File: src/rtl/prot_pkg.sv
package prot_pkg;
  typedef enum logic [1:0] {
    MODE_ARRAY  = 2'd0,
    MODE_IDENT  = 2'd1,
    MODE_STATUS = 2'd2
  } rd_mode_e;

  localparam logic [7:0] CMD_IDENT  = 8'h90;
  localparam logic [7:0] CMD_ARRAY  = 8'hFF;
  localparam logic [7:0] CMD_PSETUP = 8'hC0;
  localparam logic [7:0] CMD_CLRSR  = 8'h50;
  localparam logic [7:0] CMD_RDSR   = 8'h70;

  localparam int SR_READY = 7;
  localparam int SR_PGM   = 4;
  localparam int SR_LOCK  = 1;
endpackage

File: src/rtl/prot_cmd_fsm.sv
module prot_cmd_fsm
  import prot_pkg::*;
#(
  parameter int DATA_W = 16
) (
  input  logic              clk,
  input  logic              rst,
  input  logic              wr_en,
  input  logic [DATA_W-1:0] wr_data,
  output rd_mode_e          mode,
  output logic              pgm_go,
  output logic              clr_sr
);
  logic       armed;
  logic [7:0] code;

  assign code   = wr_data[7:0];
  assign pgm_go = wr_en && armed;
  assign clr_sr = wr_en && !armed && (code == CMD_CLRSR);

  always_ff @(posedge clk) begin
    if (rst) begin
      mode  <= MODE_ARRAY;
      armed <= 1'b0;
    end else if (wr_en) begin
      if (armed) begin
        armed <= 1'b0;
        mode  <= MODE_STATUS;
      end else begin
        case (code)
          CMD_IDENT:  mode  <= MODE_IDENT;
          CMD_ARRAY:  mode  <= MODE_ARRAY;
          CMD_RDSR:   mode  <= MODE_STATUS;
          CMD_PSETUP: armed <= 1'b1;
          default:    ;
        endcase
      end
    end
  end

  // a completed program write always lands in status mode
  a_r11_status_after_pgm: assert property (@(posedge clk) disable iff (rst)
    pgm_go |=> (mode == MODE_STATUS));

  // an armed sequence consumes exactly one write
  a_r5_single_shot: assert property (@(posedge clk) disable iff (rst)
    pgm_go |=> !armed);
endmodule

File: src/rtl/prot_word_store.sv
module prot_word_store #(
  parameter int ADDR_W    = 8,
  parameter int DATA_W    = 16,
  parameter int BASE      = 'h80,
  parameter int SEG_WORDS = 4,
  parameter logic [SEG_WORDS*DATA_W-1:0] FACTORY_ID = '0
) (
  input  logic              clk,
  input  logic              rst,
  input  logic              pgm_go,
  input  logic [ADDR_W-1:0] pgm_addr,
  input  logic [DATA_W-1:0] pgm_data,
  input  logic              clr_sr,
  input  logic [ADDR_W-1:0] rd_addr,
  output logic [DATA_W-1:0] rd_word,
  output logic              rd_hit,
  output logic              err_pgm,
  output logic              err_lock
);
  localparam int NWORDS = 2 * SEG_WORDS + 1;
  localparam int IDX_W  = $clog2(NWORDS);

  logic [DATA_W-1:0] words [NWORDS];

  logic [ADDR_W-1:0] w_off, r_off;
  logic              w_hit, w_factory, w_user, w_locked;
  logic [IDX_W-1:0]  r_idx;

  function automatic logic [DATA_W-1:0] init_word(input int i);
    logic [DATA_W-1:0] v;
    if (i == 0) begin
      v    = '1;
      v[0] = 1'b0;
    end else if (i <= SEG_WORDS) begin
      v = FACTORY_ID[(i-1)*DATA_W +: DATA_W];
    end else begin
      v = '1;
    end
    return v;
  endfunction

  assign w_off     = pgm_addr - ADDR_W'(BASE);
  assign w_hit     = (pgm_addr >= ADDR_W'(BASE)) && (w_off < ADDR_W'(NWORDS));
  assign w_factory = w_hit && (w_off != '0) && (w_off <= ADDR_W'(SEG_WORDS));
  assign w_user    = w_hit && (w_off > ADDR_W'(SEG_WORDS));
  assign w_locked  = (w_factory && !words[0][0]) || (w_user && !words[0][1]);

  assign r_off  = rd_addr - ADDR_W'(BASE);
  assign rd_hit = (rd_addr >= ADDR_W'(BASE)) && (r_off < ADDR_W'(NWORDS));
  assign r_idx  = rd_hit ? r_off[IDX_W-1:0] : '0;
  assign rd_word = words[r_idx];

  for (genvar g = 0; g < NWORDS; g++) begin : g_word
    always_ff @(posedge clk) begin
      if (rst)
        words[g] <= init_word(g);
      else if (pgm_go && w_hit && !w_locked && (w_off == ADDR_W'(g)))
        words[g] <= words[g] & pgm_data;
    end

    // no bit of a stored word ever rises outside reset
    a_r6_clear_only: assert property (@(posedge clk) disable iff (rst)
      1'b1 |=> ((words[g] & ~$past(words[g])) == '0));

    // a program aimed at a closed segment leaves the word as it was
    a_r7_locked_hold: assert property (@(posedge clk) disable iff (rst)
      (pgm_go && w_locked && (w_off == ADDR_W'(g))) |=> $stable(words[g]));
  end

  always_ff @(posedge clk) begin
    if (rst) begin
      err_pgm  <= 1'b0;
      err_lock <= 1'b0;
    end else if (clr_sr) begin
      err_pgm  <= 1'b0;
      err_lock <= 1'b0;
    end else if (pgm_go) begin
      if (!w_hit) begin
        err_pgm <= 1'b1;
      end else if (w_locked) begin
        err_pgm  <= 1'b1;
        err_lock <= 1'b1;
      end
    end
  end

  // the lock flag never rises without the program flag
  a_r7_flag_pair: assert property (@(posedge clk) disable iff (rst)
    $rose(err_lock) |-> err_pgm);

  // a program outside the window raises only the program flag
  a_r8_range_err: assert property (@(posedge clk) disable iff (rst)
    (pgm_go && !w_hit) |=> (err_pgm && $stable(err_lock)));

  // the factory lock bit stays cleared
  a_r12_factory_lock: assert property (@(posedge clk) disable iff (rst)
    1'b1 |=> !words[0][0]);
endmodule

File: src/rtl/prot_reg_ctrl.sv
module prot_reg_ctrl
  import prot_pkg::*;
#(
  parameter int ADDR_W    = 8,
  parameter int DATA_W    = 16,
  parameter int BASE      = 'h80,
  parameter int SEG_WORDS = 4,
  parameter logic [SEG_WORDS*DATA_W-1:0] FACTORY_ID = 64'h0123_4567_89AB_CDEF
) (
  input  logic              clk,
  input  logic              rst,
  input  logic              bus_wr,
  input  logic              bus_rd,
  input  logic [ADDR_W-1:0] bus_addr,
  input  logic [DATA_W-1:0] bus_wdata,
  output logic [DATA_W-1:0] bus_rdata
);
  rd_mode_e          mode;
  logic              pgm_go, clr_sr;
  logic [DATA_W-1:0] rd_word, status_word;
  logic              rd_hit, err_pgm, err_lock;

  prot_cmd_fsm #(.DATA_W(DATA_W)) u_fsm (
    .clk    (clk),
    .rst    (rst),
    .wr_en  (bus_wr),
    .wr_data(bus_wdata),
    .mode   (mode),
    .pgm_go (pgm_go),
    .clr_sr (clr_sr)
  );

  prot_word_store #(
    .ADDR_W    (ADDR_W),
    .DATA_W    (DATA_W),
    .BASE      (BASE),
    .SEG_WORDS (SEG_WORDS),
    .FACTORY_ID(FACTORY_ID)
  ) u_store (
    .clk     (clk),
    .rst     (rst),
    .pgm_go  (pgm_go),
    .pgm_addr(bus_addr),
    .pgm_data(bus_wdata),
    .clr_sr  (clr_sr),
    .rd_addr (bus_addr),
    .rd_word (rd_word),
    .rd_hit  (rd_hit),
    .err_pgm (err_pgm),
    .err_lock(err_lock)
  );

  always_comb begin
    status_word           = '0;
    status_word[SR_READY] = 1'b1;
    status_word[SR_PGM]   = err_pgm;
    status_word[SR_LOCK]  = err_lock;
  end

  always_ff @(posedge clk) begin
    if (rst) begin
      bus_rdata <= '0;
    end else if (bus_rd) begin
      case (mode)
        MODE_IDENT:  bus_rdata <= rd_hit ? rd_word : '0;
        MODE_STATUS: bus_rdata <= status_word;
        default:     bus_rdata <= '1;
      endcase
    end
  end

  // a status read always reports ready
  a_r9_ready_bit: assert property (@(posedge clk) disable iff (rst)
    (bus_rd && mode == MODE_STATUS) |=> bus_rdata[SR_READY]);

  // identifier reads outside the window return zero
  a_r3_oob_zero: assert property (@(posedge clk) disable iff (rst)
    (bus_rd && mode == MODE_IDENT && !rd_hit) |=> (bus_rdata == '0));

  // array-mode reads return all ones
  a_r4_array_ones: assert property (@(posedge clk) disable iff (rst)
    (bus_rd && mode == MODE_ARRAY) |=> (bus_rdata == '1));
endmodule

File: config.mk
export PLATFORM = sky130hd
export DESIGN_NAME = prot_reg_ctrl
export DESIGN_NICKNAME = d
export VERILOG_FILES = /design/src/rtl/prot_pkg.sv /design/src/rtl/prot_cmd_fsm.sv /design/src/rtl/prot_word_store.sv /design/src/rtl/prot_reg_ctrl.sv
export SDC_FILE = /design/constraint.sdc
export NUM_CORES = 1
export LEC_CHECK = 0
export BUFFER_PORTS_ARGS = -buffer_cell sky130_fd_sc_hd__buf_2
export CORE_MARGIN = 2
export CORE_UTILIZATION = 60
export DETAILED_ROUTE_END_ITERATION = 10
export PLACE_DENSITY = 0.76
export SKIP_CTS_REPAIR_TIMING = 1
export SYNTH_ARGS = -nofsm -noshare
export SYNTH_HDL_FRONTEND = slang
export SYNTH_SLANG_ARGS = --single-unit
File: constraint.sdc
create_clock -name clk -period 7.4 [get_ports clk]
set_clock_uncertainty 0.15 [all_clocks]
set_input_delay 0 -clock clk [delete_from_list [all_inputs] [get_ports clk]]
set_output_delay 0 -clock clk [all_outputs]
set_load 0.005 [all_outputs]
==> flow_metrics.env, run 1 <==
export IMPL_peakVddDrop_mv=0.157
export IMPL_power_density_nw_per_um2=227
export IMPL_fmax_mhz=324
export IMPL_syn_nets=838
export IMPL_cpPeakStageDelay_ps=760
export IMPL_setup_tns_ps=0
export IMPL_syn_area_sq_um=8640
export IMPL_critical_path_class="flop to flop"
export IMPL_endpoint_kind="flop"
export IMPL_status="finished with violations"
export IMPL_ys_seq_elements=165
export IMPL_holdWs_ps=-24.5
export IMPL_syn_instance_count=808
export IMPL_antenna_found_initial=0
export IMPL_num_antenna_cells=0
export IMPL_start_kind="flop"
export IMPL_grt_pass1_wl_mm=38.2
export IMPL_grt_util_all_layers=0.342
export IMPL_routed_via_density=6.97
export IMPL_multi_input_area_sq_um=3480
export IMPL_gp_congestion=0.931
export IMPL_avgSynthCellArea_sq_um=10.7
export IMPL_yosysWarnings=0
export IMPL_cts_tree="done"
export IMPL_cap_violations=0
export IMPL_grt_pass1_vias=6441
export IMPL_synth_area_leaders="edfxtp_1 (50%), nand2_1 (5.0%), dfxtp_1 (4.9%)"
export IMPL_nNetsFinal=855
export IMPL_cts_buffers=17
export IMPL_violations="hold timing"
export IMPL_grt_max_degree=64
export IMPL_root_buffer="clkbuf_16"
export IMPL_ys_flop_type="edfxtp_1"
export IMPL_p_leak_uw=0.00320
export IMPL_setup_viol=0
export IMPL_fin_crit_sh=0.417
export IMPL_synth_edf_count=144
export IMPL_totalWireLength_mm=25.5
export IMPL_coreArea_sq_um=14000
export IMPL_rows=43
export IMPL_drc=0
export IMPL_cp_data_required_time_ps=7400
export IMPL_yosysTopAreaCell="edfxtp_1"
export IMPL_drive_gt1_frac=0.178
export IMPL_met2_wirelength_mm=11.1
export IMPL_finalHoldViolCount=5
export IMPL_worstPathArrival_ps=3080
export IMPL_slew_headroom=0.0829
export IMPL_ios=44
export IMPL_period_needed_ps=3080
export IMPL_clockBufferDepth=2
export IMPL_ant_nets=0
export IMPL_yosysUniqueCellTypes=56
export IMPL_drtIter0Drc=1183
export IMPL_htreeDepth=4
export IMPL_die_height_microns=124
export IMPL_post_dp_hpwl_mm=16.2
export IMPL_synth_seq_area_share=0.549
export IMPL_port_buffer_count=43
export IMPL_nFillCells=1035
export IMPL_final_max_slew_viol_count=0
export IMPL_firstDrtPassIters=6
export IMPL_hold_class="input pin to flop"
export IMPL_wl_per_cell_microns=25.0
export IMPL_async_flop_share=0
export IMPL_area_growth_pct=12.4
export IMPL_initial_utilization=0.618
export IMPL_rsz0062_at_grt="no"
export IMPL_worstSkewPairLatency_ps=440
export IMPL_clk_transition_reported_paths_ps=70
export IMPL_final_common_cell="edfxtp_1"
export IMPL_grt_overflow=0
export IMPL_seqCellArea_sq_um=4740
export IMPL_fin_util=0.695
export IMPL_topRoutingLayerUsed="met4"
export IMPL_route_met3_wl_mm=2.90
export IMPL_max_slew_worst_pin_slew_ps=1370
export IMPL_cts_sinks=165
export IMPL_synth_top_area_frac=0.500
export IMPL_vias=7091
export IMPL_die_w_microns=124
export IMPL_cpMaxStageDelayCell="nor3_4"
export IMPL_die_area_sq_um=15400
export IMPL_path_cells="or3b_1 -> a21oi_2 -> o211ai_1 -> nor3_4 -> nand2_1"
export IMPL_m1WireLength_mm=10.4
export IMPL_mostFrequentLayoutCells="edfxtp_1 (144), nand2_1 (116), nand3_1 (61)"
export IMPL_crit_fanout=14
## routing by layer
layer / global-route usage / up-vias
li1: - / 3095
met1: 0.491 / 3423
met2: 0.489 / 529
met3: 0.0833 / 44
met4: 0.164 / 0
met5: 0 / -
## per-stage QoR
step                std cells  worst slack (ps)  cell area, sq um  hold slack, ps  power (uW)
global route             1018              4240              9720           0.442        2260
global placement          968              4140              8860             177        1190
finish                   1018              4320              9720           -24.5        2210
floorplan                 808              3840              8640            11.6        1140
CTS                      1000              4430              9540            -255        2200
detailed placement        968              4070              8860             195        1200
## state kept, by name (all words and copies together) (netlist names)
signal and flops:
u_store.words 144, u_fsm.mode 2, u_store.err_pgm 1, u_store.err_lock 1
bus_rdata 16, u_fsm.armed 1
## kinds of logic (layout without fill, tap and decap cells)
group	after synthesis	count (layout)	share of synthesized area
adders and majority gates	2	2	0.00290
and+or+nand+nor	299	299	0.174
buffers and inverters	100	130	0.0527
AOI/OAI and AO/OA	195	195	0.163
DFF	165	165	0.549
muxes	47	47	0.0583
## final timing paths
kind | to | slack (ps) | cells after the start | start
max | u_store.words[6][0]$_SDFFCE_PN1P_ | 4320 | 5 | u_store.words[0][0]$_SDFFCE_PN0P_
min | u_store.err_lock$_SDFFE_PP0P_ | -20 | 5 | bus_addr[6]
max reg2reg | u_store.words[6][0]$_SDFFCE_PN1P_ | 4320 | 5 | u_store.words[0][0]$_SDFFCE_PN0P_
min reg2reg | u_store.err_lock$_SDFFE_PP0P_ | 350 | 1 | u_store.err_lock$_SDFFE_PP0P_
## cell type report
class | count | share of cell area
Clock buffer | 17 | 0.0438
Clock inverter | 15 | 0.0259
Inverter | 22 | 0.00850
Multi-Input combinational cell | 543 | 0.358
Sequential cell | 165 | 0.488
Tap cell | 180 | 0.0232
Timing Repair Buffer | 76 | 0.0525
## power breakdown
part / leakage, uW / switching, uW / total (uW) / internal [uW]
logic: 0.00159 / 111 / 159 / 47.9
clock network: 0.000314 / 385 / 1020 / 636
registers: 0.00129 / 8.63 / 1030 / 1020
## cells in the mapped netlist, drive strengths merged (2+ instances only)
cell / number
edfxtp: 144
nand2: 118
nand3: 61
a21oi: 46
buf: 45
o21ai: 34
clkbuf: 33
nor2: 33
nor3: 31
mux2: 27
o221ai: 22
and4: 21
dfxtp: 21
inv: 21
mux2i: 20
a21o: 18
nand4: 18
a31oi: 14
o21a: 11
a211oi: 9
a221oi: 8
a41oi: 6
o211ai: 5
and3: 4
o31a: 4
o31ai: 4
a211o: 3
nand2b: 3
o22ai: 3
ha: 2
nand3b: 2
nor2b: 2
o211a: 2
o21ba: 2
o41ai: 2
## critical path, delay by kind of cell, from the launching register on
kind,cells,cell delay [ps]
flip-flops,1,500
AND/OR/NAND/NOR,3,1310
AO/OA/AOI/OAI,2,830
Note: power is estimated with default switching activity, not from simulation.
==> inputs of run 2 (changes only) <==
==> constraint.sdc (replaced) <==
create_clock -name clk -period 3.1 [get_ports clk]
set_clock_uncertainty 0.15 [all_clocks]
set_input_delay 0 -clock clk [delete_from_list [all_inputs] [get_ports clk]]
set_output_delay 0 -clock clk [all_outputs]
set_load 0.005 [all_outputs]
==> flow_metrics.env, run 2 (same netlist as run 1, synthesis figures left out) <==
export IMPL_worstPathArrival_ps=2600
export IMPL_die_w_microns=124
export IMPL_port_buffer_count=43
export IMPL_reg_largest_list="u_store.words x144, bus_rdata x16, u_fsm.mode x2"
export IMPL_setup_viol=0
export IMPL_endpoint_kind="flop"
export IMPL_final_max_slew_viol_count=0
export IMPL_fin_crit_sh=0.830
export IMPL_post_dp_hpwl_mm=16.8
export IMPL_die_height_microns=124
export IMPL_period_needed_ps=2570
export IMPL_setup_tns_ps=0
export IMPL_drive_gt1_frac=0.193
export IMPL_combPwrFrac=0.079
export IMPL_final_common_cell="edfxtp_1"
export IMPL_clk_transition_reported_paths_ps=70
export IMPL_gp_congestion=0.933
export IMPL_fin_util=0.703
export IMPL_top_register="u_store.words"
export IMPL_nNetsFinal=874
export IMPL_grt_max_degree=49
export IMPL_htreeDepth=4
export IMPL_rsz0062_at_grt="no"
export IMPL_grt_util_all_layers=0.349
export IMPL_path_cells="or3b_1 -> a21oi_2 -> o211a_1 -> nand2_2 -> a21o_1"
export IMPL_p_leak_uw=0.00328
export IMPL_peakVddDrop_mv=0.355
export IMPL_finalHoldViolCount=0
export IMPL_hold_class="input pin to flop"
export IMPL_cts_sinks=165
export IMPL_routed_via_density=6.97
export IMPL_root_buffer="clkbuf_16"
export IMPL_antenna_found_initial=0
export IMPL_total_power_uw=5030
export IMPL_hold_depth=6
export IMPL_slew_headroom=0.335
export IMPL_cpMaxStageDelayCell="o211a_1"
export IMPL_grt_overflow=0
export IMPL_drtIter0Drc=1123
export IMPL_netSwitchingPower_uw=1170
export IMPL_critical_path_class="flop to flop"
export IMPL_initial_utilization=0.618
export IMPL_num_antenna_cells=0
export IMPL_die_area_sq_um=15400
export IMPL_drc=0
export IMPL_clockBufferDepth=2
export IMPL_cap_violations=0
export IMPL_cpPeakStageDelay_ps=520
export IMPL_fmax_mhz=389
export IMPL_firstDrtPassIters=6
export IMPL_cts_tree="done"
export IMPL_worstSkewPairLatency_ps=430
export IMPL_mostFrequentLayoutCells="edfxtp_1 (144), nand2_1 (116), nand3_1 (61)"
export IMPL_start_kind="flop"
export IMPL_status="finished clean"
export IMPL_coreArea_sq_um=14000
export IMPL_grt_pass1_vias=6589
export IMPL_area_growth_pct=13.7
export IMPL_r2r_cells=5
export IMPL_clkPwrFrac=0.431
export IMPL_cp_data_required_time_ps=3130
export IMPL_ios=44
export IMPL_p_seq_frac=0.490
export IMPL_p_sw_frac=0.232
export IMPL_grt_pass1_wl_mm=39.1
export IMPL_p_int_uw=3860
export IMPL_rows=43
export IMPL_cts_buffers=17
export IMPL_ant_nets=0
export IMPL_max_slew_worst_pin_slew_ps=994
export IMPL_power_density_nw_per_um2=511
export IMPL_wl_per_cell_microns=25.0
export IMPL_crit_fanout=16
export IMPL_vias=7226
export IMPL_largest_reg_flops=144
export IMPL_totalWireLength_mm=26.0
run 2: through the flow:
| step | instance area (sq um) | setup WS, ps | hold WS (ps) | instances |
|---|---|---|---|---|
| after floorplan | 8640 | -461 | 11.6 | 808 |
| after global placement | 9010 | 651 | 177 | 985 |
| after CTS | 9630 | 549 | -253 | 1017 |
| after detailed placement | 9010 | 549 | 205 | 985 |
| after global routing | 9830 | 383 | 68.5 | 1037 |
| final | 9830 | 526 | 56.8 | 1037 |
run 2: routing by layer:
metal | vias to the layer above | GRT usage | routed length (microns)
li1 | 3127 | - | -
met1 | 3516 | 0.502 | 10300
met2 | 535 | 0.507 | 11600
met3 | 48 | 0.0801 | 3140
met4 | 0 | 0.154 | 894
met5 | - | 0 | 0
run 2: final timing paths:
path,slack (ps),endpoint,startpoint
worst max-delay path,530,u_store.words[8][13]$_SDFFCE_PN1P_,u_store.words[0][0]$_SDFFCE_PN0P_
worst min-delay path,60,u_store.err_pgm$_SDFFE_PP0P_,bus_addr[5]
worst max register to register,530,u_store.words[8][13]$_SDFFCE_PN1P_,u_store.words[0][0]$_SDFFCE_PN0P_
worst min register to register,340,u_store.err_lock$_SDFFE_PP0P_,u_store.err_lock$_SDFFE_PP0P_
run 2: final cells by class:
type	count	area (sq um)
clock buffers	23	532
inverters	22	82.6
fillers	1010	4160
well taps	180	225
repair buffers	95	683
multi-input cells	543	3480
flip-flops and latches	165	4740
clock inverters	9	83.8
run 2: worst max-delay path: cells and delay by family (launching register included):
kind	cells	cell delay, ps
AO/OA/AOI/OAI	3	1040
AND/OR/NAND/NOR	2	740
flip-flops	1	390
run 2: power groups by stage:
stage,combinational [uW],sequential [uW],clock [uW]
after floorplan,217,2500,0
after global placement,358,2510,0
after detailed placement,364,2510,0
after CTS,367,2460,2170
after global routing,420,2460,2260
final,397,2460,2170
